`src/rtl/dma_irq_pkg.sv`:
```
package dma_irq_pkg;

    localparam int NCLS = 4;

    typedef enum logic [1:0] {
        EV_CHAIN = 2'd0,
        EV_NODE  = 2'd1,
        EV_ERRA  = 2'd2,
        EV_ERRB  = 2'd3
    } ev_class_e;

    typedef enum logic [2:0] {
        RG_COMB,
        RG_MSKD,
        RG_MASK,
        RG_RAW,
        RG_NONE
    } region_e;

    typedef struct packed {
        region_e   region;
        ev_class_e cls;
    } reg_dec_t;

    localparam logic [5:0] IDX_COMB = 6'd0;
    localparam logic [5:0] IDX_MSKD = 6'd1;
    localparam logic [5:0] IDX_MASK = 6'd5;
    localparam logic [5:0] IDX_RAW  = 6'd9;
    localparam logic [5:0] IDX_END  = 6'd13;

    function automatic reg_dec_t decode_idx(input logic [5:0] idx);
        reg_dec_t   d;
        logic [5:0] off;
        d.region = RG_NONE;
        off      = '0;
        if (idx == IDX_COMB) begin
            d.region = RG_COMB;
        end else if (idx < IDX_MASK) begin
            d.region = RG_MSKD;
            off      = idx - IDX_MSKD;
        end else if (idx < IDX_RAW) begin
            d.region = RG_MASK;
            off      = idx - IDX_MASK;
        end else if (idx < IDX_END) begin
            d.region = RG_RAW;
            off      = idx - IDX_RAW;
        end
        d.cls = ev_class_e'(off[1:0]);
        return d;
    endfunction

endpackage

```
`src/rtl/dma_irq_class.sv`:
```
module dma_irq_class #(
    parameter int NCH = 16
) (
    input  logic           clk,
    input  logic           rst,
    input  logic [NCH-1:0] evt,
    input  logic           mask_we,
    input  logic           raw_we,
    input  logic [NCH-1:0] wdata,
    output logic [NCH-1:0] raw,
    output logic [NCH-1:0] mask,
    output logic [NCH-1:0] masked
);

    logic [NCH-1:0] clr_vec;
    logic [NCH-1:0] raw_nxt;

    always_comb begin
        clr_vec = raw_we ? wdata : '0;
        raw_nxt = (raw & ~clr_vec) | evt;
    end

    always_ff @(posedge clk) begin
        if (rst) begin
            raw  <= '0;
            mask <= '0;
        end else begin
            raw <= raw_nxt;
            if (mask_we) mask <= wdata;
        end
    end

    assign masked = raw & mask;


    set_wins_chk: assert property (@(posedge clk) disable iff (rst)
        (|evt) |=> ((raw & $past(evt)) == $past(evt)));


    w1c_chk: assert property (@(posedge clk) disable iff (rst)
        raw_we |=> ((raw & $past(wdata & ~evt)) == '0));


    raw_hold_chk: assert property (@(posedge clk) disable iff (rst)
        1'b1 |=> (((raw ^ $past(raw)) & ~$past(clr_vec | evt)) == '0));


    mask_wr_chk: assert property (@(posedge clk) disable iff (rst)
        mask_we |=> (mask == $past(wdata)));


    mask_hold_chk: assert property (@(posedge clk) disable iff (rst)
        !mask_we |=> $stable(mask));

endmodule

```
`src/rtl/dma_irq_regread.sv`:
```
module dma_irq_regread
    import dma_irq_pkg::*;
#(
    parameter int NCH    = 16,
    parameter int DATA_W = 32
) (
    input  logic                      clk,
    input  logic                      rst,
    input  logic                      rd_en,
    input  reg_dec_t                  dec,
    input  logic [NCLS-1:0][NCH-1:0]  raw_all,
    input  logic [NCLS-1:0][NCH-1:0]  mask_all,
    input  logic [NCLS-1:0][NCH-1:0]  mskd_all,
    input  logic [NCH-1:0]            comb,
    output logic [DATA_W-1:0]         rdata
);

    logic [NCH-1:0]    sel;
    logic [DATA_W-1:0] word;

    always_comb begin
        unique case (dec.region)
            RG_COMB: sel = comb;
            RG_MSKD: sel = mskd_all[dec.cls];
            RG_MASK: sel = mask_all[dec.cls];
            RG_RAW:  sel = raw_all[dec.cls];
            default: sel = '0;
        endcase
        word          = '0;
        word[NCH-1:0] = sel;
    end

    always_ff @(posedge clk) begin
        if (rst) rdata <= '0;
        else     rdata <= rd_en ? word : '0;
    end


    idle_zero_chk: assert property (@(posedge clk) disable iff (rst)
        !rd_en |=> (rdata == '0));


    unmapped_zero_chk: assert property (@(posedge clk) disable iff (rst)
        (rd_en && dec.region == RG_NONE) |=> (rdata == '0));

endmodule

```
`src/rtl/dma_irq_ctrl.sv`:
```
module dma_irq_ctrl
    import dma_irq_pkg::*;
#(
    parameter int NCH    = 16,
    parameter int ADDR_W = 8,
    parameter int DATA_W = 32
) (
    input  logic              clk,
    input  logic              rst,
    input  logic [NCH-1:0]    ev_chain_done,
    input  logic [NCH-1:0]    ev_node_done,
    input  logic [NCH-1:0]    ev_err_a,
    input  logic [NCH-1:0]    ev_err_b,
    input  logic              reg_wr,
    input  logic              reg_rd,
    input  logic [ADDR_W-1:0] reg_addr,
    input  logic [DATA_W-1:0] reg_wdata,
    output logic [DATA_W-1:0] reg_rdata,
    output logic              irq
);

    logic [NCLS-1:0][NCH-1:0] ev_all;
    logic [NCLS-1:0][NCH-1:0] raw_all;
    logic [NCLS-1:0][NCH-1:0] mask_all;
    logic [NCLS-1:0][NCH-1:0] mskd_all;
    logic [NCH-1:0]           comb;
    reg_dec_t                 dec;

    assign ev_all[EV_CHAIN] = ev_chain_done;
    assign ev_all[EV_NODE]  = ev_node_done;
    assign ev_all[EV_ERRA]  = ev_err_a;
    assign ev_all[EV_ERRB]  = ev_err_b;

    assign dec = decode_idx(reg_addr[7:2]);

    for (genvar c = 0; c < NCLS; c++) begin : g_cls
        logic mask_we;
        logic raw_we;
        assign mask_we = reg_wr && dec.region == RG_MASK && dec.cls == ev_class_e'(c);
        assign raw_we  = reg_wr && dec.region == RG_RAW  && dec.cls == ev_class_e'(c);

        dma_irq_class #(.NCH(NCH)) u_cls (
            .clk     (clk),
            .rst     (rst),
            .evt     (ev_all[c]),
            .mask_we (mask_we),
            .raw_we  (raw_we),
            .wdata   (reg_wdata[NCH-1:0]),
            .raw     (raw_all[c]),
            .mask    (mask_all[c]),
            .masked  (mskd_all[c])
        );
    end

    always_comb begin
        comb = '0;
        for (int c = 0; c < NCLS; c++) comb = comb | mskd_all[c];
    end

    always_ff @(posedge clk) begin
        if (rst) irq <= 1'b0;
        else     irq <= |comb;
    end

    dma_irq_regread #(.NCH(NCH), .DATA_W(DATA_W)) u_rd (
        .clk      (clk),
        .rst      (rst),
        .rd_en    (reg_rd),
        .dec      (dec),
        .raw_all  (raw_all),
        .mask_all (mask_all),
        .mskd_all (mskd_all),
        .comb     (comb),
        .rdata    (reg_rdata)
    );


    irq_lag_chk: assert property (@(posedge clk) disable iff (rst)
        1'b1 |=> (irq == $past(|comb)));


    comb_zero_chk: assert property (@(posedge clk) disable iff (rst)
        (mask_all == '0) |-> (comb == '0));


    reset_clear_chk: assert property (@(posedge clk)
        $past(rst) |-> (irq == 1'b0 && raw_all == '0 && mask_all == '0));

endmodule

```
`config.mk`:
```
export PLATFORM = sky130hd
export DESIGN_NAME = dma_irq_ctrl
export DESIGN_NICKNAME = d
export VERILOG_FILES = /design/src/rtl/dma_irq_pkg.sv /design/src/rtl/dma_irq_class.sv /design/src/rtl/dma_irq_regread.sv /design/src/rtl/dma_irq_ctrl.sv
export SDC_FILE = /design/constraint.sdc
export NUM_CORES = 1
export LEC_CHECK = 0
export ABC_AREA = 1
export CORE_MARGIN = 2
export CORE_UTILIZATION = 54
export DETAILED_ROUTE_END_ITERATION = 6
export GPL_TIMING_DRIVEN = 0
export HOLD_SLACK_MARGIN = 0.15
export PLACE_DENSITY = 0.79
export SETUP_SLACK_MARGIN = 0.3
export SLEW_MARGIN = 20
export SYNTH_ARGS = -nofsm -noshare
export SYNTH_HDL_FRONTEND = slang
export SYNTH_SLANG_ARGS = --single-unit
export TNS_END_PERCENT = 50
```
`constraint.sdc`:
```
create_clock -name clk -period 4.4 [get_ports clk]
set_clock_uncertainty 0.1 [all_clocks]
set_input_delay 1.32 -clock clk [delete_from_list [all_inputs] [get_ports clk]]
set_output_delay 1.32 -clock clk [all_outputs]
set_load 0.05 [all_outputs]
```
=== Yosys cells after proc, flatten, opt, wreduce, memory -nomap -nowiden ===
Cells that the tools add are included.

* Register bits: 161
* Input port bits: 108
* Word-level logic and storage cells: 78

* $add $sub $neg: 3
* $lt $le $gt $ge: 4
* Equality and inequality tests: 6
* Multiplexer cells: 19
* Bitwise gates (word level): 20
* Reductions and logical operators: 15

{| class="wikitable"
|+ Operator list
! operator !! number
|-
| bitwise AND 16 bit || 8
|-
| 2-to-1 mux 16 bit || 7
|-
| OR 16 bit || 7
|-
| binary-select mux 16 bit (select 2 bit) || 3
|-
| inverter 16 bit || 4
|-
| case mux 16 bit (4 select lines) || 1
|-
| OR reduction 16 bit || 1
|-
| < comparator 6 x 4 -> 1 bit (second input constant) || 2
|-
| 2-to-1 mux 3 bit || 4
|-
| logical AND 1 bit || 10
|-
| 2-to-1 mux 2 bit || 4
|-
| == test 3 x 2 -> 1 bit (second input constant) || 2
|-
| logical NOT 6 bit || 1
|-
| < comparator 6 x 3 -> 1 bit (second input constant) || 1
|-
| subtractor 2 x 1 -> 2 bit (second input constant) || 3
|-
| == test 2 bit (second input constant) || 2
|-
| == test 3 x 1 -> 1 bit (second input constant) || 1
|-
| logical NOT 3 bit || 1
|-
| < comparator 2 x 3 -> 1 bit (second input constant) || 1
|-
| == test 2 x 1 -> 1 bit (second input constant) || 1
|-
| logical NOT 2 bit || 1
|-
| OR reduction 2 bit || 1
|-
| inverter 1 bit || 1
|}

=== Depth between registers and ports, before layout ===
* Word-level depth: 12
* Gate-level depth with buffers: 19

=== Hierarchy ===
A second synthesis with hierarchy kept.

* Cells, all modules: 1495
* Area total of the unflattened synthesis: 9140.0 µm²

{| class="wikitable"
|+ Modules (own cells, without submodules)
! module !! times used !! cells an instance !! area an instance (µm²)
|-
| dma_irq_class || 4 || 185 || 1412.6
|-
| dma_irq_regread || 1 || 656 || 3052.9
|-
| dma_irq_ctrl || 1 || 99 || 436.7
|}

=== Worst setup path after synthesis ===
OpenSTA, ideal clock, no wires.

* Path type: in2reg
* From: input reg_addr[2]
* To: register g_cls[3].u_cls.mask[0]
* Library setup time: 0.116 ns
* Arrival time: 3.429 ns
* Required time: 4.184 ns
* Setup slack: 0.755 ns
* Cell stages on the path: 16
* Buffers on the path: 3
* Path through: inv_2 > clkbuf_1 > clkbuf_1 > ha_1 > inv_2 > nand2_1 > nand2_2 > nand2_4 > nand2_2 > nor2_4 > nand2_4 > nor2_4 > inv_2 > buf_2 > nor2_1 > nor2_1

* Word-level cells in the longest chain between the ends: 8

{| class="wikitable"
|+ RTL lines
! element !! line !! RTL
|-
| start: declaration || dma_irq_ctrl.sv:16 || <nowiki>input logic [ADDR_W-1:0] reg_addr,</nowiki>
|-
| < comparator 6 x 4 -> 1 bit || dma_irq_pkg.sv:44 || <nowiki>end else if (idx < IDX_END) begin</nowiki>
|-
| 2-to-1 mux 3 bit || dma_irq_pkg.sv:44 ||
|-
| 2-to-1 mux 3 bit || dma_irq_pkg.sv:41 || <nowiki>end else if (idx < IDX_RAW) begin</nowiki>
|-
| 2-to-1 mux 3 bit || dma_irq_pkg.sv:38 || <nowiki>end else if (idx < IDX_MASK) begin</nowiki>
|-
| 2-to-1 mux 3 bit || dma_irq_pkg.sv:36 || <nowiki>if (idx == IDX_COMB) begin</nowiki>
|-
| == test 3 x 2 -> 1 bit || dma_irq_ctrl.sv:39 || <nowiki>assign mask_we = reg_wr && dec.region == RG_MASK && dec.cls == ev_class_e'(c);</nowiki>
|-
| logical AND 1 bit || dma_irq_ctrl.sv:39 ||
|-
| logical AND 1 bit (*) || dma_irq_ctrl.sv:39 ||
|-
| end signal: assignment || dma_irq_class.sv:29 || <nowiki>if (mask_we) mask <= wdata;</nowiki>
|-
| end: declaration || dma_irq_class.sv:11 || <nowiki>output logic [NCH-1:0] mask,</nowiki>
|}

Mark *: on every way between the ends. The rest lies on a longest branch, timed or not.
A chain may end at the register's enable or synchronous reset.

=== Worst setup path in the final report ===
* From: input reg_addr[2]
* To: register g_cls[1].u_cls.mask[6]

* Word-level cells in the longest chain between the ends: 8

{| class="wikitable"
|+ RTL lines
! element !! line
|-
| < comparator 6 x 4 -> 1 bit || dma_irq_pkg.sv:44
|-
| 2-to-1 mux 3 bit || dma_irq_pkg.sv:44
|-
| 2-to-1 mux 3 bit || dma_irq_pkg.sv:41
|-
| 2-to-1 mux 3 bit || dma_irq_pkg.sv:38
|-
| 2-to-1 mux 3 bit || dma_irq_pkg.sv:36
|-
| == test 3 x 2 -> 1 bit || dma_irq_ctrl.sv:39
|-
| logical AND 1 bit || dma_irq_ctrl.sv:39
|-
| logical AND 1 bit (*) || dma_irq_ctrl.sv:39
|-
| end signal: assignment || dma_irq_class.sv:29
|-
| end: declaration || dma_irq_class.sv:11
|}

Marked as above.

==> flow_metrics.py <==
metrics = {
    "run_status": {
        "status": "finished, final reports clean",
    },
    "synthesis": {
        "ys_types": 23,
        "syn-cell-area_um2": 8400,
        "avgSynthCellArea_um2": 5.96,
        "synth_warnings": 0,
        "ys_seq_area_frac": 0.346,
        "ys_ff_latch": 145,
        "syn_inst": 1409,
    },
    "clock_network": {
        "path_clk_slew_ns": 0.07,
        "clock-sinks": 145,
        "cts_tree": "built",
        "root_buffer": "clkbuf_16",
        "hold_buffers": 0,
        "htreeDepth": 4,
        "numCtsBuffers": 17,
        "clockBufferDepth": 2,
        "insertion_delay_ns": 0.45,
    },
    "setup_path": {
        "cp_cell_sequence": "dlymetal6s2s_1 > inv_2 > buf_4 > buf_6 > ha_2 > inv_2 > nand2_1 > nand2_2 > nand2_4 > nand3_2 > inv_1 > nand2_1 > nor2_4 > inv_2 > buf_2 > nor2_1 > nor2_1",
        "reg2reg_from": "g_cls[1].u_cls.raw[3]",
        "crit_start": "reg_addr[2]",
        "critical_path.max_stage_delay_ns": 0.24,
        "crit_end": "g_cls[1].u_cls.mask[6]",
        "critPathSlowestCell": "ha_2",
        "worstPathArrival_ns": 3.90,
        "cpMostUsedCell": "inv_2",
        "required_ns": 4.63,
        "rr_endpoint": "irq",
        "crit_path_end_kind": "flip-flop",
        "worstSetupPathDepth": 17,
        "crit_buf_inv": 8,
        "path_class": "input port to flip-flop",
        "worst-path-max-fanout": 10,
        "cp_top_family": "buffers and inverters",
        "r2r_slack_ns": 2.58,
        "reg2reg_depth": 6,
        "critPathLaunchType": "input port",
    },
    "floorplan": {
        "die_x_um": 129,
        "start_util": 0.552,
        "ios": 141,
        "coreArea_um2": 15200,
        "die_area_um2": 16600,
        "chipHeight_um": 129,
        "rows": 45,
    },
    "sta": {
        "maxSlewHeadroom": 0.329,
        "finalMaxSlewViolations": 0,
        "hold_viol": 0,
        "fin_crit_ns": 3.68,
        "worstMarginPinSlew_ns": 1.01,
        "setup_viol": 0,
        "fin_ws_ns": 0.725,
        "period_share": 0.835,
        "tns_ns": 0,
        "rsz0062_at_grt": "no",
        "max_freq_ghz": 0.272,
    },
    "detailed_routing": {
        "wl_um": 32900,
        "vias": 9946,
        "firstDrtPassIters": 6,
        "via_per_inst": 5.71,
        "drc_errors": 0,
        "ant_nets": 0,
        "wire_per_inst_um": 18.9,
        "drt-initial-drc-count": 1358,
    },
    "worst_hold_path": {
        "hold_start": "g_cls[2].u_cls.raw[7]",
        "holdCritPathClass": "flip-flop to flip-flop",
    },
    "layout": {
        "stdcell_count": 1741,
        "fill_cells": 1432,
        "antenna_cells": 0,
        "multi_input_area_um2": 4650,
        "area_delta_synth_final_pct": 22.9,
        "fin_area_um2": 10300,
        "regArea_um2": 2900,
        "layout.nets": 1649,
        "drive_gt1_frac": 0.0895,
    },
    "grt": {
        "grt_pass1_vias": 8833,
        "grt_use_total": 0.403,
        "antenna_found_initial": 0,
        "grt_pass1_wl_um": 50000,
        "grt_max_degree": 19,
        "overflow": 0,
    },
    "power_and_ir_drop": {
        "vdd_ir_drop_max_uv": 338,
        "power.leakage_nw": 5.34,
        "power.total_mw": 3.55,
        "p_per_area_nw_per_um2": 344,
    },
    "place": {
        "pre_cts_slack_ns": -0.811,
        "place.gp.congestion": 1.07,
        "hpwl_um": 24200,
        "portBuffers": 90,
        "dp.cells": 1702,
        "placed_area_um2": 9590,
    },
    "run": {
        "max_cap_viol_count": 0,
    },
}
[area by class of cell]
| class | instances | share of cell area |
|---|---|---|
| sequential | 145 | 0.281 |
| clock buffer | 17 | 0.0412 |
| timing repair buffer | 97 | 0.0926 |
| buffer | 113 | 0.0572 |
| tap | 188 | 0.0228 |
| inverter | 94 | 0.0342 |
| multi-input combinational | 1072 | 0.450 |
| clock inverter | 15 | 0.0201 |
[through the flow]
| step | hold WS, ns | utilization |
|---|---|---|
| floorplan | 0.352 | - |
| global placement | 0.369 | 0.631 |
| detailed placement | 0.372 | 0.631 |
| CTS | 0.383 | 0.677 |
| global route | 0.395 | 0.679 |
| finish | 0.386 | 0.679 |
[state kept, by name (all words and copies together), names as in the netlist]
name and cells:
irq 1, u_rd.rdata 16, g_cls.u_cls.raw 64, g_cls.u_cls.mask 64
[report_power, final]
group	internal (mW)	switching, mW	total [mW]
clock network	0.827	0.715	1.54
logic	0.198	0.379	0.577
registers	1.37	0.0552	1.43
[worst reg2reg max path, stage by stage, from the launching register on]
cell,delay (ns)
dfxtp_1,0.34
nand2_1,0.12
nand4_1,0.20
nor4_1,0.54
nand3_1,0.19
nor2_1,0.13
nor2_1,0.06
[cell families after synthesis]
group,after synthesis,synth area share
compound gates,136,0.0830
fa+ha+maj,1,0.00149
buf+inv,207,0.108
flops,145,0.346
other cells,1,0.000447
simple gates,919,0.461
[cells in the mapped netlist]
cell / count / share of area
buf_2: 42 / 0.025
nor2_1: 169 / 0.076
nand4_1: 108 / 0.080
nand2_1: 603 / 0.27
buf_4: 21 / 0.019
ha_1: 1 / 0.0015
a31oi_4: 1 / 0.0025
nand2_4: 3 / 0.0040
nand2_2: 3 / 0.0022
nand3_1: 17 / 0.010
nand3b_2: 1 / 0.0013
a21oi_1: 66 / 0.039
inv_1: 86 / 0.038
buf_1: 6 / 0.0027
nor4_1: 3 / 0.0022
nor2_4: 10 / 0.013
inv_2: 8 / 0.0036
dfxtp_1: 145 / 0.35
clkbuf_1: 44 / 0.020
nand3_2: 2 / 0.0024
conb_1: 1 / 0.00045
o21ai_1: 3 / 0.0018
o21ai_0: 66 / 0.039
[cell usage in the layout, fill, tap and decap left out, drive strengths merged]
cell,n
a31oi,1
a21oi,66
clkbuf,61
clkdlybuf4s50,89
clkinv,7
o21ai,69
inv,101
buf,76
nor2,179
nand3b,1
bufinv,1
nand4,108
dlymetal6s2s,1
nand2,609
ha,1
dfxtp,145
conb,16
nor4,3
nand3,19
[what timing repair did]
action | in CTS | in global routing
pin swaps | 3 | 0
gates resized for setup | 12 | 13
setup buffers | 5 | 2
endpoints found under the setup margin | 144 | 107
[per-layer routing]
layer  vias up  GRT usage  part of all wire
met5         -          0                 0
met4         0      0.134             0.029
met3        84      0.149              0.16
met2       762      0.582              0.41
met1      4412      0.557              0.40
li1       4688          -                 -
[how the worst min path moves through the flow]
stage	endpoint	slack, ns	depth (start not counted)
2_1_floorplan	g_cls[1].u_cls.raw[10]	0.35	2
3_3_place_gp	g_cls[1].u_cls.raw[1]	0.37	2
3_5_place_dp	g_cls[2].u_cls.raw[8]	0.37	2
4_1_cts	g_cls[2].u_cls.raw[7]	0.38	2
5_1_grt	g_cls[2].u_cls.raw[7]	0.39	2
6_report	g_cls[2].u_cls.raw[7]	0.39	2
(Power assumes the default switching activity.)
